==> src/rtl/bitproc_pkg.sv <==
package bitproc_pkg;
    localparam int BYTE_W  = 8;
    localparam int BADDR_W = 8;
    localparam int IDX_W   = $clog2(BYTE_W);

    typedef enum logic [3:0] {
        OP_IDLE   = 4'd0,
        OP_C_CLR  = 4'd1,
        OP_C_SET  = 4'd2,
        OP_C_INV  = 4'd3,
        OP_B_CLR  = 4'd4,
        OP_B_SET  = 4'd5,
        OP_B_INV  = 4'd6,
        OP_AND_B  = 4'd7,
        OP_AND_NB = 4'd8,
        OP_OR_B   = 4'd9,
        OP_OR_NB  = 4'd10,
        OP_B2C    = 4'd11,
        OP_C2B    = 4'd12,
        OP_TST    = 4'd13,
        OP_TSTCLR = 4'd14,
        OP_SPARE  = 4'd15
    } bop_e;

    typedef struct packed {
        logic              carry;
        logic [BADDR_W-1:0] byte_addr;
        logic [BYTE_W-1:0]  wdata;
        logic              wr_en;
        logic              taken;
    } bres_t;
endpackage

==> src/rtl/bitproc_addr_map.sv <==
module bitproc_addr_map
    import bitproc_pkg::*;
#(
    parameter logic [BADDR_W-1:0] RAM_BASE = 8'h20
) (
    input  logic [BADDR_W-1:0] bit_addr_i,
    output logic [BADDR_W-1:0] byte_addr_o,
    output logic [IDX_W-1:0]   bit_idx_o
);
    localparam int ROW_W = BADDR_W - 1 - IDX_W;

    always_comb begin
        bit_idx_o = bit_addr_i[IDX_W-1:0];
        if (bit_addr_i[BADDR_W-1]) begin
            byte_addr_o = {bit_addr_i[BADDR_W-1:IDX_W], {IDX_W{1'b0}}};
        end else begin
            byte_addr_o = RAM_BASE
                        + {{(BADDR_W-ROW_W){1'b0}}, bit_addr_i[BADDR_W-2:IDX_W]};
        end
    end
endmodule

==> src/rtl/bitproc_alu.sv <==
module bitproc_alu
    import bitproc_pkg::*;
(
    input  bop_e              op_i,
    input  logic [BYTE_W-1:0] byte_i,
    input  logic [IDX_W-1:0]  bit_idx_i,
    input  logic              carry_i,
    output logic              carry_o,
    output logic [BYTE_W-1:0] wdata_o,
    output logic              wr_en_o,
    output logic              taken_o
);
    logic [BYTE_W-1:0] sel_mask;
    logic              cur_bit;
    logic              new_bit;

    for (genvar i = 0; i < BYTE_W; i++) begin : g_mask
        assign sel_mask[i] = (bit_idx_i == IDX_W'(i));
    end

    assign cur_bit = |(byte_i & sel_mask);

    always_comb begin
        carry_o = carry_i;
        new_bit = cur_bit;
        wr_en_o = 1'b0;
        taken_o = 1'b0;
        unique case (op_i)
            OP_C_CLR:  carry_o = 1'b0;
            OP_C_SET:  carry_o = 1'b1;
            OP_C_INV:  carry_o = ~carry_i;
            OP_B_CLR:  begin new_bit = 1'b0;     wr_en_o = 1'b1; end
            OP_B_SET:  begin new_bit = 1'b1;     wr_en_o = 1'b1; end
            OP_B_INV:  begin new_bit = ~cur_bit; wr_en_o = 1'b1; end
            OP_AND_B:  carry_o = carry_i & cur_bit;
            OP_AND_NB: carry_o = carry_i & ~cur_bit;
            OP_OR_B:   carry_o = carry_i | cur_bit;
            OP_OR_NB:  carry_o = carry_i | ~cur_bit;
            OP_B2C:    carry_o = cur_bit;
            OP_C2B:    begin new_bit = carry_i;  wr_en_o = 1'b1; end
            OP_TST:    taken_o = cur_bit;
            OP_TSTCLR: begin
                taken_o = cur_bit;
                wr_en_o = cur_bit;
                new_bit = 1'b0;
            end
            default: ;
        endcase
        wdata_o = new_bit ? (byte_i | sel_mask) : (byte_i & ~sel_mask);
        if (!wr_en_o) wdata_o = byte_i;
    end
endmodule

==> src/rtl/bitproc_unit.sv <==
module bitproc_unit
    import bitproc_pkg::*;
#(
    parameter logic [7:0] RAM_BASE = 8'h20
) (
    input  logic       clk,
    input  logic       rst_n,
    input  logic [3:0] op_i,
    input  logic [7:0] bit_addr_i,
    input  logic [7:0] byte_i,
    input  logic       carry_i,
    output logic       carry_o,
    output logic [7:0] byte_addr_o,
    output logic [7:0] wdata_o,
    output logic       wr_en_o,
    output logic       taken_o
);
    bres_t             res_d, res_q;
    logic [IDX_W-1:0]  idx;
    logic [BADDR_W-1:0] baddr;
    logic              c_n, we_n, tk_n;
    logic [BYTE_W-1:0] wd_n;

    bitproc_addr_map #(.RAM_BASE(RAM_BASE)) u_map (
        .bit_addr_i (bit_addr_i),
        .byte_addr_o(baddr),
        .bit_idx_o  (idx)
    );

    bitproc_alu u_alu (
        .op_i     (bop_e'(op_i)),
        .byte_i   (byte_i),
        .bit_idx_i(idx),
        .carry_i  (carry_i),
        .carry_o  (c_n),
        .wdata_o  (wd_n),
        .wr_en_o  (we_n),
        .taken_o  (tk_n)
    );

    always_comb begin
        res_d.carry     = c_n;
        res_d.byte_addr = baddr;
        res_d.wdata     = wd_n;
        res_d.wr_en     = we_n;
        res_d.taken     = tk_n;
    end

    always_ff @(posedge clk or negedge rst_n) begin
        if (!rst_n) res_q <= '0;
        else        res_q <= res_d;
    end

    assign carry_o     = res_q.carry;
    assign byte_addr_o = res_q.byte_addr;
    assign wdata_o     = res_q.wdata;
    assign wr_en_o     = res_q.wr_en;
    assign taken_o     = res_q.taken;

    p_carry_clear_r2: assert property (@(posedge clk) disable iff (!rst_n)
        (op_i == 4'd1) |=> !carry_o);

    p_single_bit_change_r3: assert property (@(posedge clk) disable iff (!rst_n)
        (op_i inside {4'd4, 4'd5, 4'd6, 4'd12, 4'd14})
        |=> ($countones(wdata_o ^ $past(byte_i)) <= 1));

    p_test_no_write_r6: assert property (@(posedge clk) disable iff (!rst_n)
        (op_i == 4'd13) |=> !wr_en_o);

    p_testclr_write_iff_taken_r7: assert property (@(posedge clk) disable iff (!rst_n)
        (op_i == 4'd14) |=> (wr_en_o == taken_o));

    p_low_window_r8: assert property (@(posedge clk) disable iff (!rst_n)
        !bit_addr_i[7] |=> (byte_addr_o[7:4] == RAM_BASE[7:4]));
endmodule

==> config.mk <==
export PLATFORM = sky130hd
export DESIGN_NAME = bitproc_unit
export DESIGN_NICKNAME = d
export VERILOG_FILES = /design/src/rtl/bitproc_pkg.sv /design/src/rtl/bitproc_addr_map.sv /design/src/rtl/bitproc_alu.sv /design/src/rtl/bitproc_unit.sv
export SDC_FILE = /design/constraint.sdc
export NUM_CORES = 1
export LEC_CHECK = 0
export BUFFER_PORTS_ARGS = -buffer_cell sky130_fd_sc_hd__buf_2
export CORE_MARGIN = 10
export CORE_UTILIZATION = 42
export DETAILED_ROUTE_END_ITERATION = 8
export PLACE_DENSITY = 0.74
export SYNTH_ARGS = -nofsm -noshare
export SYNTH_HDL_FRONTEND = slang
export SYNTH_HIERARCHICAL = 1
export SYNTH_SLANG_ARGS = --single-unit
==> constraint.sdc <==
create_clock -name clk -period 0.8 [get_ports clk]
set_clock_uncertainty 0.1 [all_clocks]
set_input_delay 0.16 -clock clk [delete_from_list [all_inputs] [get_ports clk]]
set_output_delay 0.16 -clock clk [all_outputs]
set_load 0.1 [all_outputs]
Word-level counts from Yosys, hierarchy flattened

Cells that the tools add are included.

Bits in registers: 19
Bits of input ports: 23
Logic and storage cells: 49

Add/sub/neg operators: 1
Eq/ne operators: 21
Multiplexer cells: 7
Bitwise gates (word level): 10
Reductions and logical operators: 5

Operator list:

| cell                                                 | count |
|---|---|
| equality test 4 bit (second input constant)          | 7 |
| two-way mux 8 bit                                    | 3 |
| AND 8 bit                                            | 2 |
| equality test 4 x 3 -> 1 bit (second input constant) | 4 |
| equality test 3 bit (second input constant)          | 4 |
| equality test 4 x 2 -> 1 bit (second input constant) | 2 |
| inverter 8 bit                                       | 1 |
| OR 8 bit                                             | 1 |
| case mux 1 bit (8 select lines)                      | 1 |
| OR reduction 8 bit                                   | 1 |
| adder 6 x 4 -> 7 bit (first input constant)          | 1 |
| equality test 3 x 2 -> 1 bit (second input constant) | 2 |
| equality test 4 x 1 -> 1 bit (second input constant) | 1 |
| case mux 1 bit (4 select lines)                      | 1 |
| OR reduction 2 bit                                   | 2 |
| OR reduction 4 bit                                   | 1 |
| equality test 3 x 1 -> 1 bit (second input constant) | 1 |
| logical NOT 3 bit                                    | 1 |
| AND 1 bit                                            | 2 |
| inverter 1 bit                                       | 2 |
| OR 1 bit                                             | 2 |
| case mux 1 bit (2 select lines)                      | 1 |
| two-way mux 1 bit                                    | 1 |

Longest topological paths before layout

Gate-level depths: netlist of run 1.

Depth after elaboration: 7
Mapped depth: 7

Modules after synthesis

The synthesis of run 1 kept the hierarchy.

Modules (own cells, without submodules):

| module           | times used | cells each | area each (µm²) |
|---|---|---|---|
| bitproc_unit     | 1          | 19         | 475.5 |
| bitproc_alu      | 1          | 51         | 432.9 |
| bitproc_addr_map | 1          | 11         | 92.6 |

Worst setup path before layout of run 1

Ideal clock, no wire load.

Kind: input-to-reg
Start point: input port bit_addr_i[1]
End point: register res_q (netlist bit wdata_o[2])
Setup time: 0.128 ns
Arrival: 1.769 ns
Required time: 0.572 ns
Slack: -1.196 ns
Stages on the path: 7
Path buffers: 2
Cell sequence: buf_4 -> buf_6 -> mux4_2 -> mux2i_4 -> a31oi_4 -> and4bb_1 -> mux2_1

Elaborated cells between the ends (all ways): 18

RTL lines:

| what                                                       | RTL line           | text |
|---|---|---|
| from (decl)                                                | bitproc_unit.sv:9  | `input logic [7:0] bit_addr_i,` |
| equality test 3 x 1 -> 1 bit, or another cell as far along | bitproc_alu.sv:18  | `assign sel_mask[i] = (bit_idx_i == IDX_W'(i));` |
| AND 8 bit *                                                | bitproc_alu.sv:21  | `assign cur_bit = \|(byte_i & sel_mask);` |
| OR reduction 8 bit *                                       | bitproc_alu.sv:21  |  |
| case mux 1 bit (2 select lines) *                          | bitproc_alu.sv:28  | `unique case (op_i)` |
| named net we_n                                             | bitproc_unit.sv:21 | `logic c_n, we_n, tk_n;` |
| two-way mux 8 bit *                                        | bitproc_alu.sv:50  | `if (!wr_en_o) wdata_o = byte_i;` |
| named net wd_n[2]                                          | bitproc_unit.sv:22 | `logic [BYTE_W-1:0] wd_n;` |
| to (signal assigned)                                       | bitproc_unit.sv:51 | `else res_q <= res_d;` |
| to (decl)                                                  | bitproc_unit.sv:18 | `bres_t res_d, res_q;` |

Mark *: on every way through the listed nets, which the timed path passes. The rest lies on a longest branch.

Final worst setup path of run 1

Start point: input port bit_addr_i[1]
End point: register res_q (netlist bit wdata_o[4])

The elaborated chain is that of the path after synthesis.

==> results of run 1 <==
cell type report:
cell class	instances	area, µm²	area share
clock buffers	4	26.3	0.0144
inverters	4	15.0	0.00821
multi-input cells	49	512	0.280
flip-flops and latches	19	547	0.299
well taps	28	35.0	0.0192
repair buffers	58	693	0.379
through the flow:
stage | std cells | util | hold WS, ns | TNS [ns]
after floorplan | 81 | - | -0.236 | -12.39
after CTS | 161 | 0.804 | -0.0201 | -15.49
after detailed placement | 153 | 0.731 | 0.0141 | -13.14
after global placement | 153 | 0.731 | 0.00582 | -12.50
after global routing | 162 | 0.818 | -0.0224 | -17.23
final | 162 | 0.818 | -0.0271 | -16.47
where the power goes:
group	switching [mW]	internal, mW	total, mW
Combinational	0.739	0.517	1.26
Clock	0.300	0.194	0.494
Sequential	0.0542	1.06	1.11
cells in the mapped netlist (all sizes together), types with 2 or more instances:
master and number:
o21ai 2, and4bb 2, clkbuf 3, xor2 2, nand4b 3, dfrtp 19, mux4 2, a21oi 2
inv 4, a31oi 2, and2b 3, nand4 2, nand3 3, buf 7, mux2 9, and2 2
nor2 3
layer usage:
| layer | vias up | track usage | routed length (µm) |
|---|---|---|---|
| met3 | 10 | 0.0322 | 267 |
| met2 | 47 | 0.294 | 1950 |
| met5 | - | 0 | 0 |
| met4 | 0 | 0.0591 | 114 |
| li1 | 392 | - | - |
| met1 | 436 | 0.150 | 1220 |
worst max-delay path: stages:
cell      delay [ns]
buf_6           0.07
mux4_2          0.51
mux2i_4         0.27
a31oi_4         0.17
and4bb_1        0.27
mux2_4          0.30
timing repair:
action,4_1_cts,5_1_grt
gates cloned,1,0
setup buffers,1,1
resized for setup,18,6
pin swaps,7,6
hold endpoints to repair,28,9
setup endpoints to repair,30,49
final timing paths:
check                         startpoint                       end
worst max-delay path       bit_addr_i[1]      wdata_o[4]$_DFF_PN0_
worst min-delay path       bit_addr_i[5]  byte_addr_o[5]$_DFF_PN0_
max in group asynchronous          rst_n         carry_o$_DFF_PN0_
min in group asynchronous          rst_n      wdata_o[5]$_DFF_PN0_
logic make-up (layout without fill, tap and decap cells):
group | count (synthesis) | count (layout)
flip-flops | 19 | 19
AO/OA/AOI/OAI | 11 | 12
buffers and inverters | 14 | 66
XOR/XNOR | 2 | 2
AND/OR/NAND/NOR | 23 | 23
multiplexers | 12 | 12
sequential cells by signal, summed over array words and instances (netlist names):
register	count
byte_addr_o	8
wdata_o	8
taken_o	1
carry_o	1
wr_en_o	1
==> flow_metrics.py, run 1 <==
metrics = {
    "run_status": {
        "status": "finished with violations",
        "violations": "hold timing, setup timing",
    },
    "floorplan": {
        "die_area_mm2": 0.00474,
        "start_util": 0.448,
        "num_rows": 17,
        "io_pins": 42,
        "fp.dieH_um": 68.8,
        "core_mm2": 0.00223,
        "fp.dieW_um": 68.8,
    },
    "logic_synthesis": {
        "synth_cell_type_count": 34,
        "netlist_area_mm2": 0.00100,
        "async_flop_share": 1.00,
        "synth_top_area_cell": "dfrtp_1",
        "synth-edff-count": 0,
        "yosys-top-cells-area": "dfrtp_1, mux2_2, mux4_2",
        "synth_top_family_by_area": "multiplexers",
        "mappedNetlistNets": 104,
        "synth-simple-area-share": 0.164,
        "synth-compound-area-share": 0.0850,
        "synthAdderAreaFrac": 0,
        "synthMuxAreaShare": 0.173,
        "synth_xor_area_frac": 0.0175,
        "synth_top_area_share": 0.475,
        "synth_ff_type": "dfrtp_1",
        "yosysWarnings": 6,
        "avgSynthCellArea_um2": 12.4,
        "seq_area_frac_synth": 0.475,
        "synth_seq_cells": 19,
        "synthesis.instances": 81,
    },
    "placement": {
        "hpwl_mm": 2.30,
        "port_buffers": 41,
        "placed_cell_area_mm2": 0.00163,
        "dp_worst_setup_slack_ns": -1.15,
        "gp_congestion": 0.846,
    },
    "sta": {
        "holdWs_ns": -0.0271,
        "worst_slew_pin_slew_ns": 0.302,
        "report.final.slew_viol_count": 0,
        "fin_crit_ns": 1.65,
        "finalHoldViolCount": 5,
        "fin_crit_sh": 2.06,
        "rsz0062_at_grt": "yes",
        "setup_ws_ns": -0.851,
        "max_slew_margin": 0.797,
        "setup_viol": 30,
        "fmax_ghz": 0.606,
    },
    "final_layout": {
        "drive_above_1_share": 0.746,
        "layout_common_cells": "dfrtp_4, buf_12, buf_4, buf_2, buf_6",
        "fillCellCount": 121,
        "final_nets": 158,
        "syn_to_final_growth_pct": 82.6,
        "design_area_mm2": 0.00183,
        "antenna_cells": 0,
    },
    "detailed_routing": {
        "drc": 0,
        "dr.first_iter.drc_count": 29,
        "drt-vias-per-instance": 5.46,
        "vias": 885,
        "detail-route-antenna-nets": 0,
        "drt-pass1-iter-count": 4,
        "wl_mm": 3.55,
        "wl_per_cell_um": 21.9,
    },
    "global_route": {
        "grt_pass1_vias": 941,
        "antenna_found_initial": 0,
        "grt_max_degree": 20,
        "overflow": 0,
        "track_usage": 0.150,
        "grt_pass1_wl_mm": 5.15,
    },
    "setup_path": {
        "crit_path_end_kind": "flip-flop",
        "worstPathMaxFanout": 5,
        "critPathLaunchType": "input port",
        "worstPathRequired_ns": 0.90,
        "critical_path_class": "input port to flip-flop",
        "crit_arrival_ns": 1.75,
    },
    "clock_tree": {
        "cts_sinks": 19,
        "cts_buffers": 3,
        "cts_tree": "yes",
        "postCtsHoldBufs": 2,
        "ctsRootBufferMaster": "clkbuf_4",
        "cts-htree-levels": 1,
        "clk_path_buf_depth": 2,
        "clk_pin_slew_ns": 0.11,
    },
    "flow_run": {
        "cap_violations": 0,
    },
    "pwr": {
        "ir_drop_uv": 1070,
        "powerDensity_mw_per_mm2": 1570,
        "power_leakage_nw": 0.815,
        "power_mw": 2.86,
    },
    "worst_hold_path": {
        "hold_depth": 2,
        "min_path_type": "input port to flip-flop",
    },
}
Power figures use the tool's default switching activity.
==> run 2, diff against run 1 <==
Settings changed: RECOVER_POWER set to 100.
==> flow_metrics.py, run 2 (synthesis gave the netlist of run 1 again) <==
metrics = {
    "setup_path": {
        "worstPathRequired_ns": 0.90,
        "worstPathMaxFanout": 5,
        "path_cells": "buf_6 > mux4_2 > mux2i_4 > a31oi_4 > and4bb_1 > mux2_4",
        "crit_slowest_cell": "mux4_2",
        "critical_path_class": "input port to flip-flop",
        "crit_path_end_kind": "flip-flop",
        "cp_slowest_stage_delay_ns": 0.51,
        "crit_arrival_ns": 1.75,
        "critPathLaunchType": "input port",
    },
    "detailed_routing": {
        "dr.first_iter.drc_count": 29,
        "detail-route-antenna-nets": 0,
        "drt-pass1-iter-count": 4,
        "drt-vias-per-instance": 5.47,
        "wl_per_cell_um": 21.9,
        "vias": 886,
        "drc": 0,
        "wl_mm": 3.54,
    },
    "clock_tree": {
        "clk_path_buf_depth": 2,
        "cts_tree": "yes",
        "cts_sinks": 19,
        "cts-htree-levels": 1,
        "postCtsHoldBufs": 2,
        "ctsRootBufferMaster": "clkbuf_4",
        "clk_pin_slew_ns": 0.11,
        "cts_buffers": 3,
    },
    "global_route": {
        "grt_pass1_vias": 941,
        "track_usage": 0.150,
        "antenna_found_initial": 0,
        "grt_pass1_wl_mm": 5.15,
        "overflow": 0,
        "grt_max_degree": 20,
    },
    "pwr": {
        "p_int_mw": 1.76,
        "power_switching_mw": 1.09,
        "pwr-share-comb": 0.438,
        "power_leakage_nw": 0.808,
        "ir_drop_uv": 1070,
        "powerDensity_mw_per_mm2": 1570,
        "clockPowerShare": 0.173,
        "seqPwrFrac": 0.389,
        "p_sw_frac": 0.382,
    },
    "placement": {
        "gp_congestion": 0.846,
        "port_buffers": 41,
        "hpwl_mm": 2.30,
        "dp.cells": 153,
    },
    "final_layout": {
        "syn_to_final_growth_pct": 82.1,
        "finalNonFillerCells": 162,
        "drive_above_1_share": 0.731,
        "multi_input_area_um2": 508,
        "antenna_cells": 0,
        "seq_area_um2": 547,
        "layout_common_cells": "dfrtp_4, buf_12, buf_4, buf_2, buf_6",
        "final_nets": 158,
        "fillCellCount": 123,
    },
    "worst_hold_path": {
        "min_path_type": "input port to flip-flop",
    },
    "sta": {
        "finalHoldViolCount": 5,
        "tns_ns": -16.57,
        "report.final.slew_viol_count": 0,
        "max_slew_margin": 0.780,
        "fin_crit_ns": 1.65,
        "fin_crit_sh": 2.06,
        "setup_viol": 31,
        "holdWs_ns": -0.0271,
        "worst_slew_pin_slew_ns": 0.331,
        "setup_ws_ns": -0.851,
        "fmax_ghz": 0.606,
        "rsz0062_at_grt": "yes",
    },
    "floorplan": {
        "fp.dieW_um": 68.8,
        "fp.dieH_um": 68.8,
        "io_pins": 42,
        "start_util": 0.448,
        "num_rows": 17,
        "die_area_mm2": 0.00474,
        "core_mm2": 0.00223,
    },
    "run_status": {
        "status": "finished with violations",
        "violations": "hold timing, setup timing",
    },
    "flow_run": {
        "cap_violations": 0,
    },
}
run 2: worst paths after layout:
check | startpoint | to | cells past startpoint
min in group asynchronous | rst_n | wdata_o[5]$_DFF_PN0_ | 2
worst min-delay path | bit_addr_i[5] | byte_addr_o[5]$_DFF_PN0_ | 2
max in group asynchronous | rst_n | carry_o$_DFF_PN0_ | 2
worst max-delay path | bit_addr_i[1] | wdata_o[4]$_DFF_PN0_ | 6
run 2: layer usage:
layer	up-vias	wire, µm	global-route usage
met4	0	114	0.0591
met1	435	1200	0.150
li1	392	-	-
met3	10	276	0.0322
met5	-	0	0
met2	49	1950	0.294
run 2: what timing repair did:
action | 4_1_cts | 5_1_grt
gates resized for setup | 18 | 6
pin swaps | 7 | 6
setup buffers | 1 | 1
gates cloned | 1 | 0
endpoints found under the setup margin | 30 | 49
hold endpoints to repair | 28 | 9
run 2: metrics by stage:
stage          setup slack, ns  instance area (µm²)  power, mW  utilization
6_report                -0.851                 1820       2.86        0.816
5_1_grt                 -0.881                 1820       2.95        0.816
4_1_cts                 -0.780                 1800       2.79        0.804
3_5_place_dp             -1.15                 1630       2.25        0.731
3_3_place_gp             -1.08                 1630       2.21        0.731
2_1_floorplan            -1.19                 1090       1.80            -
run 2: critical path: cells and delay by family:
family | cells | cell delay (ns)
muxes | 3 | 1.08
and+or+nand+nor | 1 | 0.27
AOI/OAI and AO/OA | 1 | 0.17
buffers and inverters | 1 | 0.07
run 2: final cells by class:
cell class,instances,area share
timing repair buffer,58,0.380
clock buffer,4,0.0144
sequential,19,0.300
tap,28,0.0192
inverter,4,0.00824
multi-input combinational,49,0.279
run 2: power by group through the flow:
| stage | logic (mW) | clock network [mW] | registers, mW |
|---|---|---|---|
| floorplan | 0.244 | 0 | 1.55 |
| global placement | 1.08 | 0 | 1.13 |
| detailed placement | 1.11 | 0 | 1.13 |
| CTS | 1.20 | 0.478 | 1.11 |
| global route | 1.29 | 0.535 | 1.12 |
| finish | 1.25 | 0.494 | 1.11 |
